**config.mk**
```make
export PLATFORM = sky130hd
export DESIGN_NAME = spec_ld_table
export DESIGN_NICKNAME = d
export VERILOG_FILES = /design/src/rtl/spec_ld_pkg.sv /design/src/rtl/spec_ld_snoop.sv /design/src/rtl/spec_ld_set_match.sv /design/src/rtl/spec_ld_victim.sv /design/src/rtl/spec_ld_table.sv
export SDC_FILE = /design/constraint.sdc
export NUM_CORES = 2
export LEC_CHECK = 0
export ABC_CLOCK_PERIOD_IN_PS = 10780
export BUFFER_PORTS_ARGS = -buffer_cell sky130_fd_sc_hd__buf_2
export CAP_MARGIN = 20
export CORE_ASPECT_RATIO = 0.5
export CORE_MARGIN = 1.5
export CORE_UTILIZATION = 63
export CTS_BUF_LIST = sky130_fd_sc_hd__clkbuf_16
export DETAILED_ROUTE_END_ITERATION = 10
export PLACE_DENSITY = 0.8
export SLEW_MARGIN = 20
export SYNTH_ARGS = -nofsm -noshare
export SYNTH_HDL_FRONTEND = slang
export SYNTH_SLANG_ARGS = --single-unit
```
**constraint.sdc**
```tcl
create_clock -name clk -period 10.78 [get_ports clk]
set_input_delay 2.156 -clock clk [delete_from_list [all_inputs] [get_ports clk]]
set_output_delay 2.156 -clock clk [all_outputs]
set_load 0.01 [all_outputs]
```
**src/rtl/spec_ld_pkg.sv**
```systemverilog
package spec_ld_pkg;

    localparam int unsigned REG_W       = 7;
    localparam int unsigned PA_W        = 40;
    localparam int unsigned OFF_W       = 3;
    localparam int unsigned MASK_W      = 1 << OFF_W;
    localparam int unsigned BLK_W       = PA_W - OFF_W;
    localparam int unsigned SIZE_W      = 2;
    localparam int unsigned NUM_ENTRIES = 32;
    localparam int unsigned WAYS        = 2;
    localparam int unsigned SETS        = NUM_ENTRIES / WAYS;
    localparam int unsigned SET_W       = $clog2(SETS);
    localparam int unsigned WAY_W       = (WAYS > 1) ? $clog2(WAYS) : 1;

    typedef logic [REG_W-1:0]  reg_id_t;
    typedef logic [BLK_W-1:0]  blk_t;
    typedef logic [MASK_W-1:0] bmask_t;
    typedef logic [WAY_W-1:0]  way_t;
    typedef logic [SET_W-1:0]  set_t;

    typedef struct packed {
        logic    vld;
        reg_id_t rid;
        blk_t    blk;
        bmask_t  bm;
    } slot_t;

    typedef struct packed {
        blk_t   blk;
        bmask_t bm;
    } footprint_t;

    // Block number and touched-byte mask of an access; bytes beyond the block are dropped.
    function automatic footprint_t footprint(logic [PA_W-1:0] addr, logic [SIZE_W-1:0] size);
        logic [2*MASK_W-1:0] span;
        footprint_t          f;
        span = '0;
        for (int b = 0; b < int'(MASK_W); b++) begin
            if (b < (32'sd1 <<< size)) span[b] = 1'b1;
        end
        span  = span << addr[OFF_W-1:0];
        f.blk = addr[PA_W-1:OFF_W];
        f.bm  = span[MASK_W-1:0];
        return f;
    endfunction

    function automatic set_t set_of(reg_id_t r);
        return r[SET_W-1:0];
    endfunction

endpackage

```
**src/rtl/spec_ld_snoop.sv**
```systemverilog
module spec_ld_snoop
    import spec_ld_pkg::*;
(
    input  slot_t [NUM_ENTRIES-1:0] slots,
    input  logic                    st_en,
    input  footprint_t              st_fp,
    output logic [NUM_ENTRIES-1:0]  kill
);
    // One block comparator and mask intersection per record.
    for (genvar i = 0; i < NUM_ENTRIES; i++) begin : g_cmp
        assign kill[i] = st_en && slots[i].vld &&
                         (slots[i].blk == st_fp.blk) &&
                         (|(slots[i].bm & st_fp.bm));
    end
endmodule

```
**src/rtl/spec_ld_set_match.sv**
```systemverilog
module spec_ld_set_match
    import spec_ld_pkg::*;
(
    input  slot_t [WAYS-1:0] ways,
    input  reg_id_t          rid,
    output logic [WAYS-1:0]  hit
);
    for (genvar w = 0; w < WAYS; w++) begin : g_way
        assign hit[w] = ways[w].vld && (ways[w].rid == rid);
    end
endmodule

```
**src/rtl/spec_ld_victim.sv**
```systemverilog
module spec_ld_victim
    import spec_ld_pkg::*;
(
    input  logic [WAYS-1:0] vld,
    input  logic [WAYS-1:0] hit,
    input  way_t [WAYS-1:0] age,
    output way_t            pick
);
    // Priority: same register, then first free way, then the oldest allocation.
    always_comb begin
        logic found;
        pick  = '0;
        found = 1'b0;
        for (int w = 0; w < int'(WAYS); w++) begin
            if (!found && hit[w]) begin
                pick  = way_t'(w);
                found = 1'b1;
            end
        end
        for (int w = 0; w < int'(WAYS); w++) begin
            if (!found && !vld[w]) begin
                pick  = way_t'(w);
                found = 1'b1;
            end
        end
        for (int w = 0; w < int'(WAYS); w++) begin
            if (!found && (age[w] == way_t'(WAYS - 1))) begin
                pick  = way_t'(w);
                found = 1'b1;
            end
        end
    end
endmodule

```
**src/rtl/spec_ld_table.sv**
```systemverilog
module spec_ld_table
    import spec_ld_pkg::*;
(
    input  logic              clk,
    input  logic              rst,
    input  logic              ld_en,
    input  logic [REG_W-1:0]  ld_reg,
    input  logic [PA_W-1:0]   ld_addr,
    input  logic [SIZE_W-1:0] ld_size,
    input  logic              st_en,
    input  logic [PA_W-1:0]   st_addr,
    input  logic [SIZE_W-1:0] st_size,
    input  logic              chk_en,
    input  logic [REG_W-1:0]  chk_reg,
    output logic              chk_hit,
    input  logic              inval_all
);
    localparam int unsigned IDX_W = $clog2(NUM_ENTRIES);

    slot_t [NUM_ENTRIES-1:0] tab_q, tab_d;
    way_t  [NUM_ENTRIES-1:0] age_q, age_d;

    footprint_t ld_fp, st_fp;
    assign ld_fp = footprint(ld_addr, ld_size);
    assign st_fp = footprint(st_addr, st_size);

    // Store snoop across the whole table.
    logic [NUM_ENTRIES-1:0] kill;
    spec_ld_snoop u_snoop (
        .slots (tab_q),
        .st_en (st_en),
        .st_fp (st_fp),
        .kill  (kill)
    );

    // Set slices for the query and the allocation.
    logic [IDX_W-1:0] chk_base, ld_base;
    assign chk_base = IDX_W'(set_of(chk_reg)) * IDX_W'(WAYS);
    assign ld_base  = IDX_W'(set_of(ld_reg))  * IDX_W'(WAYS);

    slot_t [WAYS-1:0] chk_ways, ld_ways;
    way_t  [WAYS-1:0] ld_ages;
    logic  [WAYS-1:0] chk_kill, ld_vld;

    always_comb begin
        for (int w = 0; w < int'(WAYS); w++) begin
            chk_ways[w] = tab_q[chk_base + IDX_W'(w)];
            chk_kill[w] = kill[chk_base + IDX_W'(w)];
            ld_ways[w]  = tab_q[ld_base + IDX_W'(w)];
            ld_ages[w]  = age_q[ld_base + IDX_W'(w)];
            ld_vld[w]   = ld_ways[w].vld;
        end
    end

    logic [WAYS-1:0] chk_match, ld_match;

    spec_ld_set_match u_chk_match (
        .ways (chk_ways),
        .rid  (chk_reg),
        .hit  (chk_match)
    );

    spec_ld_set_match u_ld_match (
        .ways (ld_ways),
        .rid  (ld_reg),
        .hit  (ld_match)
    );

    way_t ld_pick;
    spec_ld_victim u_victim (
        .vld  (ld_vld),
        .hit  (ld_match),
        .age  (ld_ages),
        .pick (ld_pick)
    );

    // Query sees the table after this cycle's store and clear, before this cycle's allocation.
    assign chk_hit = chk_en && !inval_all && (|(chk_match & ~chk_kill));

    // Next-state: store kills, then clear or allocation.
    always_comb begin
        logic [IDX_W-1:0] tgt;
        way_t             old_age;
        tab_d   = tab_q;
        age_d   = age_q;
        tgt     = ld_base + IDX_W'(ld_pick);
        old_age = age_q[tgt];
        for (int i = 0; i < int'(NUM_ENTRIES); i++) begin
            if (kill[i] || inval_all) tab_d[i].vld = 1'b0;
        end
        if (!inval_all && ld_en) begin
            tab_d[tgt].vld = 1'b1;
            tab_d[tgt].rid = ld_reg;
            tab_d[tgt].blk = ld_fp.blk;
            tab_d[tgt].bm  = ld_fp.bm;
            for (int w = 0; w < int'(WAYS); w++) begin
                if (way_t'(w) == ld_pick) begin
                    age_d[ld_base + IDX_W'(w)] = '0;
                end else if (age_q[ld_base + IDX_W'(w)] < old_age) begin
                    age_d[ld_base + IDX_W'(w)] = age_q[ld_base + IDX_W'(w)] + way_t'(1);
                end
            end
        end
    end

    always_ff @(posedge clk) begin
        if (rst) begin
            tab_q <= '0;
            for (int i = 0; i < int'(NUM_ENTRIES); i++) begin
                age_q[i] <= way_t'(WAYS - 1 - (i % WAYS));
            end
        end else begin
            tab_q <= tab_d;
            age_q <= age_d;
        end
    end

endmodule

```
# ---- Yosys cells after proc, flatten, opt, wreduce, memory -nomap -nowiden
# Cells that the tools add are included.
dict set report totals {
  in_bits 104
  reg_bits 1728
  word_cells 553
}
dict set report classes {
  add_sub_neg 5
  n_reduce_logical 184
  eq_ne 36
  magnitude_cmp 26
  n_shift 4
  mux 100
  n_bitwise 38
}
# cell n
set ops {}
lappend ops {{bitwise mux 1696 bit} 4}
lappend ops {{two-way mux 1696 bit} 1}
lappend ops {{equality test 37 bit} 32}
lappend ops {{demux 53 bit (select 5 bit)} 4}
lappend ops {{binary-select mux 53 bit (select 5 bit)} 2}
lappend ops {{binary-select mux 53 bit (select 4 bit)} 2}
lappend ops {{two-way mux 53 bit} 5}
lappend ops {{AND 8 bit} 32}
lappend ops {{less-than comparator 4 x 32 -> 1 bit (first input constant)} 8}
lappend ops {{OR reduction 8 bit} 32}
lappend ops {{two-way mux 32 bit} 5}
lappend ops {{less-than comparator 3 x 32 -> 1 bit (first input constant)} 4}
lappend ops {{logical AND 1 bit} 111}
lappend ops {{two-way mux 1 bit} 65}
lappend ops {{AND 32 bit} 2}
lappend ops {{bitwise mux 32 bit} 2}
lappend ops {{less-than comparator 1 x 32 -> 1 bit (first input constant)} 2}
lappend ops {{less-than comparator 2 x 32 -> 1 bit (first input constant)} 2}
lappend ops {{<<< shifter 2 x 2 -> 32 bit (first input constant)} 2}
lappend ops {{two-way mux 52 bit} 1}
lappend ops {{two-way mux 45 bit} 1}
lappend ops {{logical OR 1 bit} 32}
lappend ops {{inverter 31 -> 32 bit} 1}
lappend ops {{inverter 32 bit} 1}
lappend ops {{other kinds (17)} 40}

# ---- Logic depth before layout (Yosys ltp)
dict set report logic_depth {
  depth_word 30
  depth_mapped 18
  ltp_nobuf 10
}

# ---- Modules after synthesis
# Synthesis repeated with hierarchy kept, for this count alone.
dict set report hier_totals {
  hier_cells 10901
  area_unflattened_um2 100154.8
}
# mod cells_per_inst instances area_per_inst_um2
set by_module_without_submodules {}
lappend by_module_without_submodules {spec_ld_table 8875 1 84675.0}
lappend by_module_without_submodules {spec_ld_snoop 1982 1 15147.0}
lappend by_module_without_submodules {spec_ld_set_match 20 2 155.1}
lappend by_module_without_submodules {spec_ld_victim 4 1 22.5}

# ---- Worst setup path after synthesis
# Ideal clock, no wire load.
dict set report synth_path {
  path_kind {input -> output}
  startpoint {input st_addr[29]}
  endpoint {output chk_hit}
  setup_slack_ns 3.395
  stages 13
  arrival_ns 5.229
  path_cell_list {clkbuf_1 buf_1 buf_1 xnor2_1 o221ai_1 a2111oi_0 nand4_1 a41oi_1 mux2i_1 mux4_2 a22oi_1 nand2_1 o2111a_1}
}
dict set report synth_between {
  elab_chain_len 9
  elab_cells_between_ends 104
  cone_classes {32 x eq/ne; 4 x mux; 2 x bitwise; 66 x reduce/logical}
}
# element line
set synth_lines {}
lappend synth_lines {{start: declaration} spec_ld_table.sv:11} ;# input logic [PA_W-1:0] st_addr,
lappend synth_lines {{equality test 37 bit} spec_ld_snoop.sv:12} ;# (slots[i].blk == st_fp.blk) &&
lappend synth_lines {{logical AND 1 bit} spec_ld_snoop.sv:11} ;# assign kill[i] = st_en && slots[i].vld &&
lappend synth_lines {{logical AND 1 bit} spec_ld_snoop.sv:12}
lappend synth_lines {{binary-select mux 1 bit (select 5 bit) or binary-select mux 1 bit (select 4 bit) (tied branches)} spec_ld_table.sv:48} ;# chk_kill[w] = kill[chk_base + IDX_W'(w)];
lappend synth_lines {{two-way mux 1 bit (not written as such)} spec_ld_table.sv:48}
lappend synth_lines {{inverter 2 bit (*)} spec_ld_table.sv:78} ;# assign chk_hit = chk_en && !inval_all && (|(chk_match & ~chk_kill));
lappend synth_lines {{AND 2 bit (*)} spec_ld_table.sv:78}
lappend synth_lines {{OR reduction 2 bit (*)} spec_ld_table.sv:78}
lappend synth_lines {{logical AND 1 bit (*)} spec_ld_table.sv:78}
lappend synth_lines {{end: declaration} spec_ld_table.sv:15} ;# output logic chk_hit,
# Mark *: on every way between the ends. The rest lies on a longest branch, timed or not. The select of a mux whose other input is x is not followed.

# ---- Final worst setup path
# Ends and elaborated chain as after synthesis.

==> parameters.txt <==
Parameter                              Value

Logic synthesis
  Number of enable-type register cells in the synthesized netlist ... 0
  Cells after synthesis ... 9500
  Most instantiated cells after synthesis ... sky130_fd_sc_hd__nand2_1 (2311), sky130_fd_sc_hd__dfxtp_1 (1728), sky130_fd_sc_hd__a21oi_1 (1175)
  Cell types with the largest area share after synthesis ... sky130_fd_sc_hd__dfxtp_1 (43%), sky130_fd_sc_hd__nand2_1 (11%), sky130_fd_sc_hd__xor2_1 (9.2%), sky130_fd_sc_hd__a21oi_1 (7.3%), sky130_fd_sc_hd__mux2i_1 (5.2%)
  Syn_nets ... 9604
  Per-instance average area after synthesis ... 8.43 µm²
  Area of the mapped netlist ... around 80000 µm²
  Share of Yosys cell area claimed by the top area cell type ... 0.432
  Cell type with the largest total area after synthesis ... sky130_fd_sc_hd__dfxtp_1
  Async S/R FF share, synth ... 0
  Number of different library cells in the post-synthesis netlist ... 78
  #FFs+latches synth ... 1728
  Sequential-to-total area share from yosys stat ... 0.432
  Top flip-flop cell by instance count after synthesis ... sky130_fd_sc_hd__dfxtp_1
  Most instantiated library cell after synthesis ... sky130_fd_sc_hd__nand2_1
  Number of warnings issued by yosys ... 0

Worst setup path
  WP data required ... about 8.6 ns
  Worst path top cell family by delay ... compound AO/OA/AOI/OAI gates
  Maximum fanout along the worst path ... 19
  Critical Path Stages ... 13
  Arr. time, crit path ... 7.37 ns
  Critical-path cell list ... buf_2, buf_4, xnor2_1, o221ai_1, a2111oi_1, nand4_1, a41oi_1, mux2i_1, mux4_2, a22oi_1, nand2_1, o2111a_1, buf_2
  CP Launch Type ... input pin
  Max stage delay on crit path ... 1.00 ns
  Element type at the critical path end ... output pin
  Number of buffer and inverter instances along the worst setup path ... 3
  CP dominant cell by count ... sky130_fd_sc_hd__buf_2
  Slowest CP cell ... sky130_fd_sc_hd__a2111oi_1
  Kind of critical path ... input pin to output pin
  Reg2reg path depth ... 11

Timing
  Shortest clock period the worst path allows after layout ... ~9.5 ns
  Unrepaired setup endpoints after global routing ... false
  Clock Skews ... 0.0306 ns
  Pins over their slew limit ... 0
  Part of the cycle the worst path needs ... 0.884
  Transition time of the tightest slew-check pin ... about 1.3 ns
  Slew HR ... 0.161
  Total count of hold-check failures in the final report ... 0
  Fin Setup TNS ... 0 ns
  FMAX ... roughly 0.10 GHz
  Final setup fails ... 0

Worst hold path
  Class of the most critical hold timing path ... register to register
  Instance count along the most critical hold path ... 2

Route
  Iteration count of the initial detailed-routing pass ... 11
  Number of design rule violations left after detail routing ... 0
  Routed len/inst ... 27.1 µm
  Detailed-route via count ... between 70000 and 80000
  Post-route antenna net violation count ... 0
  Wirelength, routed ... 295 mm
  Iteration-0 DRC Markers ... ~13000
  Vias/cell ... roughly 6.7

Placement
  Dpl hpwl ... around 170 mm
  Routability-driven placement congestion ratio ... roughly 1
  Port Buffers ... 104

Global route
  Vias in the first global route ... approximately 66000
  Routing layer with the top usage in global route ... met2
  Global Route met3 Usage ... 0.170
  Antenna violations before repair ... 10
  Wire length of the first global-routing pass ... 426 mm
  Routing usage on met2 ... 0.621
  GRT Residual Overflow ... 0
  Maximum number of pins on one net before global-route repair ... 221
  Met1 capacity usage during global routing ... 0.577
  Total GRT Usage ... 0.442

Power and ir drop
  Power spent charging and discharging nets ... 3.42 mW
  Flop pwr share ... 0.496
  IR Drop Worst-Case VDD ... 0.150 mV
  Share of total power in combinational logic ... 0.083
  Net switching fraction of the power ... 0.264
  Proportion of power drawn by the clock network ... 0.422
  Cell internal power dissipation ... 9.55 mW
  Pwr per Cell Area ... 152 nW/µm²
  LEAKAGE ... between 20 and 30 nW
  Design Power ... 13.0 mW

Clock tree
  CTS Root Cell ... sky130_fd_sc_hd__clkbuf_16
  CTS tree ... built
  Latest clock arrival within the worst-skew pair ... just over 0.8 ns
  Total CTS buffers ... 148
  Number of hold buffers added after CTS ... 0
  Bufs on Longest Clock Path ... 3
  Clk sinks ... approximately 1700
  Resized Gates After CTS ... 0
  Total setup buffers inserted after CTS ... 0
  Clock-pin slew on the worst setup and hold paths ... 0.07 ns
  H-Tree Depth ... 4

Floorplan
  Die area ... 129000 µm²
  Die Span X ... 507 µm
  Floorplan core area ... 126000 µm²
  Overall die height ... ~260 µm
  Starting Density ... 0.635
  Top-level port count ... 105
  Rows ... 92

Cells and area
  Area grow syn2layout ... 6.60%
  # nets final ... 9166
  Ratio of cells with drive above 1 in the final layout ... 0.0799

Flow run
  Max-Cap Viols ... 0

Run status
  Status ... finished clean
## power groups by stage
stage                     logic, mW  registers (mW)  clock network, mW
after floorplan               0.595            6.56                  0
after global placement        0.990            6.57                  0
after detailed placement      0.994            6.57                  0
after CTS                      1.00            6.42               5.42
after global routing           1.06            6.42               5.68
final                          1.07            6.42               5.47
## tightest hold or removal path: cells and delay by family, from the launching register on
family	cells	cell delay (ns)
AOI/OAI and AO/OA	1	0.05
DFF	1	0.31
and+or+nand+nor	1	0.05
## placed cells by master (no fill, tap or decap), drive strengths merged, types with 14 or more instances in the layout
cell | netlist | routed
nand2 | 2312 | 2312
dfxtp | 1728 | 1728
a21oi | 1176 | 1176
xor2 | 839 | 839
nor2 | 621 | 621
mux2i | 416 | 416
xnor2 | 324 | 324
buf | 322 | 295
nor4 | 231 | 231
clkbuf | 561 | 153
nand4 | 145 | 145
mux4 | 116 | 116
inv | 49 | 87
a211oi | 81 | 81
nand3 | 59 | 59
a22oi | 56 | 56
clkinv | 1 | 56
nor3b | 54 | 54
nor3 | 52 | 52
and2 | 37 | 37
o21ai | 33 | 33
a222oi | 32 | 32
o31ai | 20 | 20
a41oi | 19 | 19
nand3b | 18 | 18
or4 | 17 | 17
a31oi | 14 | 14
a2111oi | 14 | 14
## through the flow
step	worst slack [ns]	utilization	cells	hold slack, ns	area, µm²
after CTS	1.87	0.677	10900	0.453	85300
after global routing	1.40	0.677	10900	0.470	85300
after global placement	1.56	0.639	10600	0.437	80600
final	1.25	0.677	10900	0.453	85300
after detailed placement	1.90	0.639	10600	0.440	80600
after floorplan	3.40	-	9500	0.420	80100
## path summary, 6_finish.rpt
check	slack, ns	startpoint	to
max reg2reg	5.77	tab_q[529]	tab_q[731]
max	1.25	st_addr[29]	chk_hit
min	0.45	tab_q[1272]	tab_q[1272]
min reg2reg	0.45	tab_q[1272]	tab_q[1272]
## logic make-up (layout without fill, tap and decap cells)
| logic type | after synthesis | count (layout) | synth area share |
|---|---|---|---|
| AOI/OAI and AO/OA | 1535 | 1535 | 0.109 |
| xor gates and xnor gates | 1163 | 1163 | 0.127 |
| buffers and inverters | 933 | 608 | 0.0528 |
| DFF | 1728 | 1728 | 0.432 |
| muxes | 537 | 537 | 0.0853 |
| other | 0 | 13 | 0 |
| and+or+nand+nor | 3604 | 3604 | 0.193 |
## final cells by class
type	instances	area (µm²)
tap	1692	2120
inverter	50	188
sequential	1728	34600
clock buffer	153	3830
clock inverter	110	916
antenna	13	32.5
multi-input combinational	6839	41600
timing repair buffer	295	2080
fill	9830	40700
## flip-flops by register name, indices dropped and copies added (netlist names)
register / count
age_q: 32
tab_q: 1696
## layer usage
metal / part of all wire / wire (µm) / vias to the layer above
li1: - / - / 30800
met1: 0.36 / 106000 / 34000
met2: 0.39 / 116000 / 6285
met3: 0.18 / 53500 / 1446
met4: 0.068 / 20100 / 10
met5: 0.00023 / 69 / -
(Power assumes the default switching activity.)
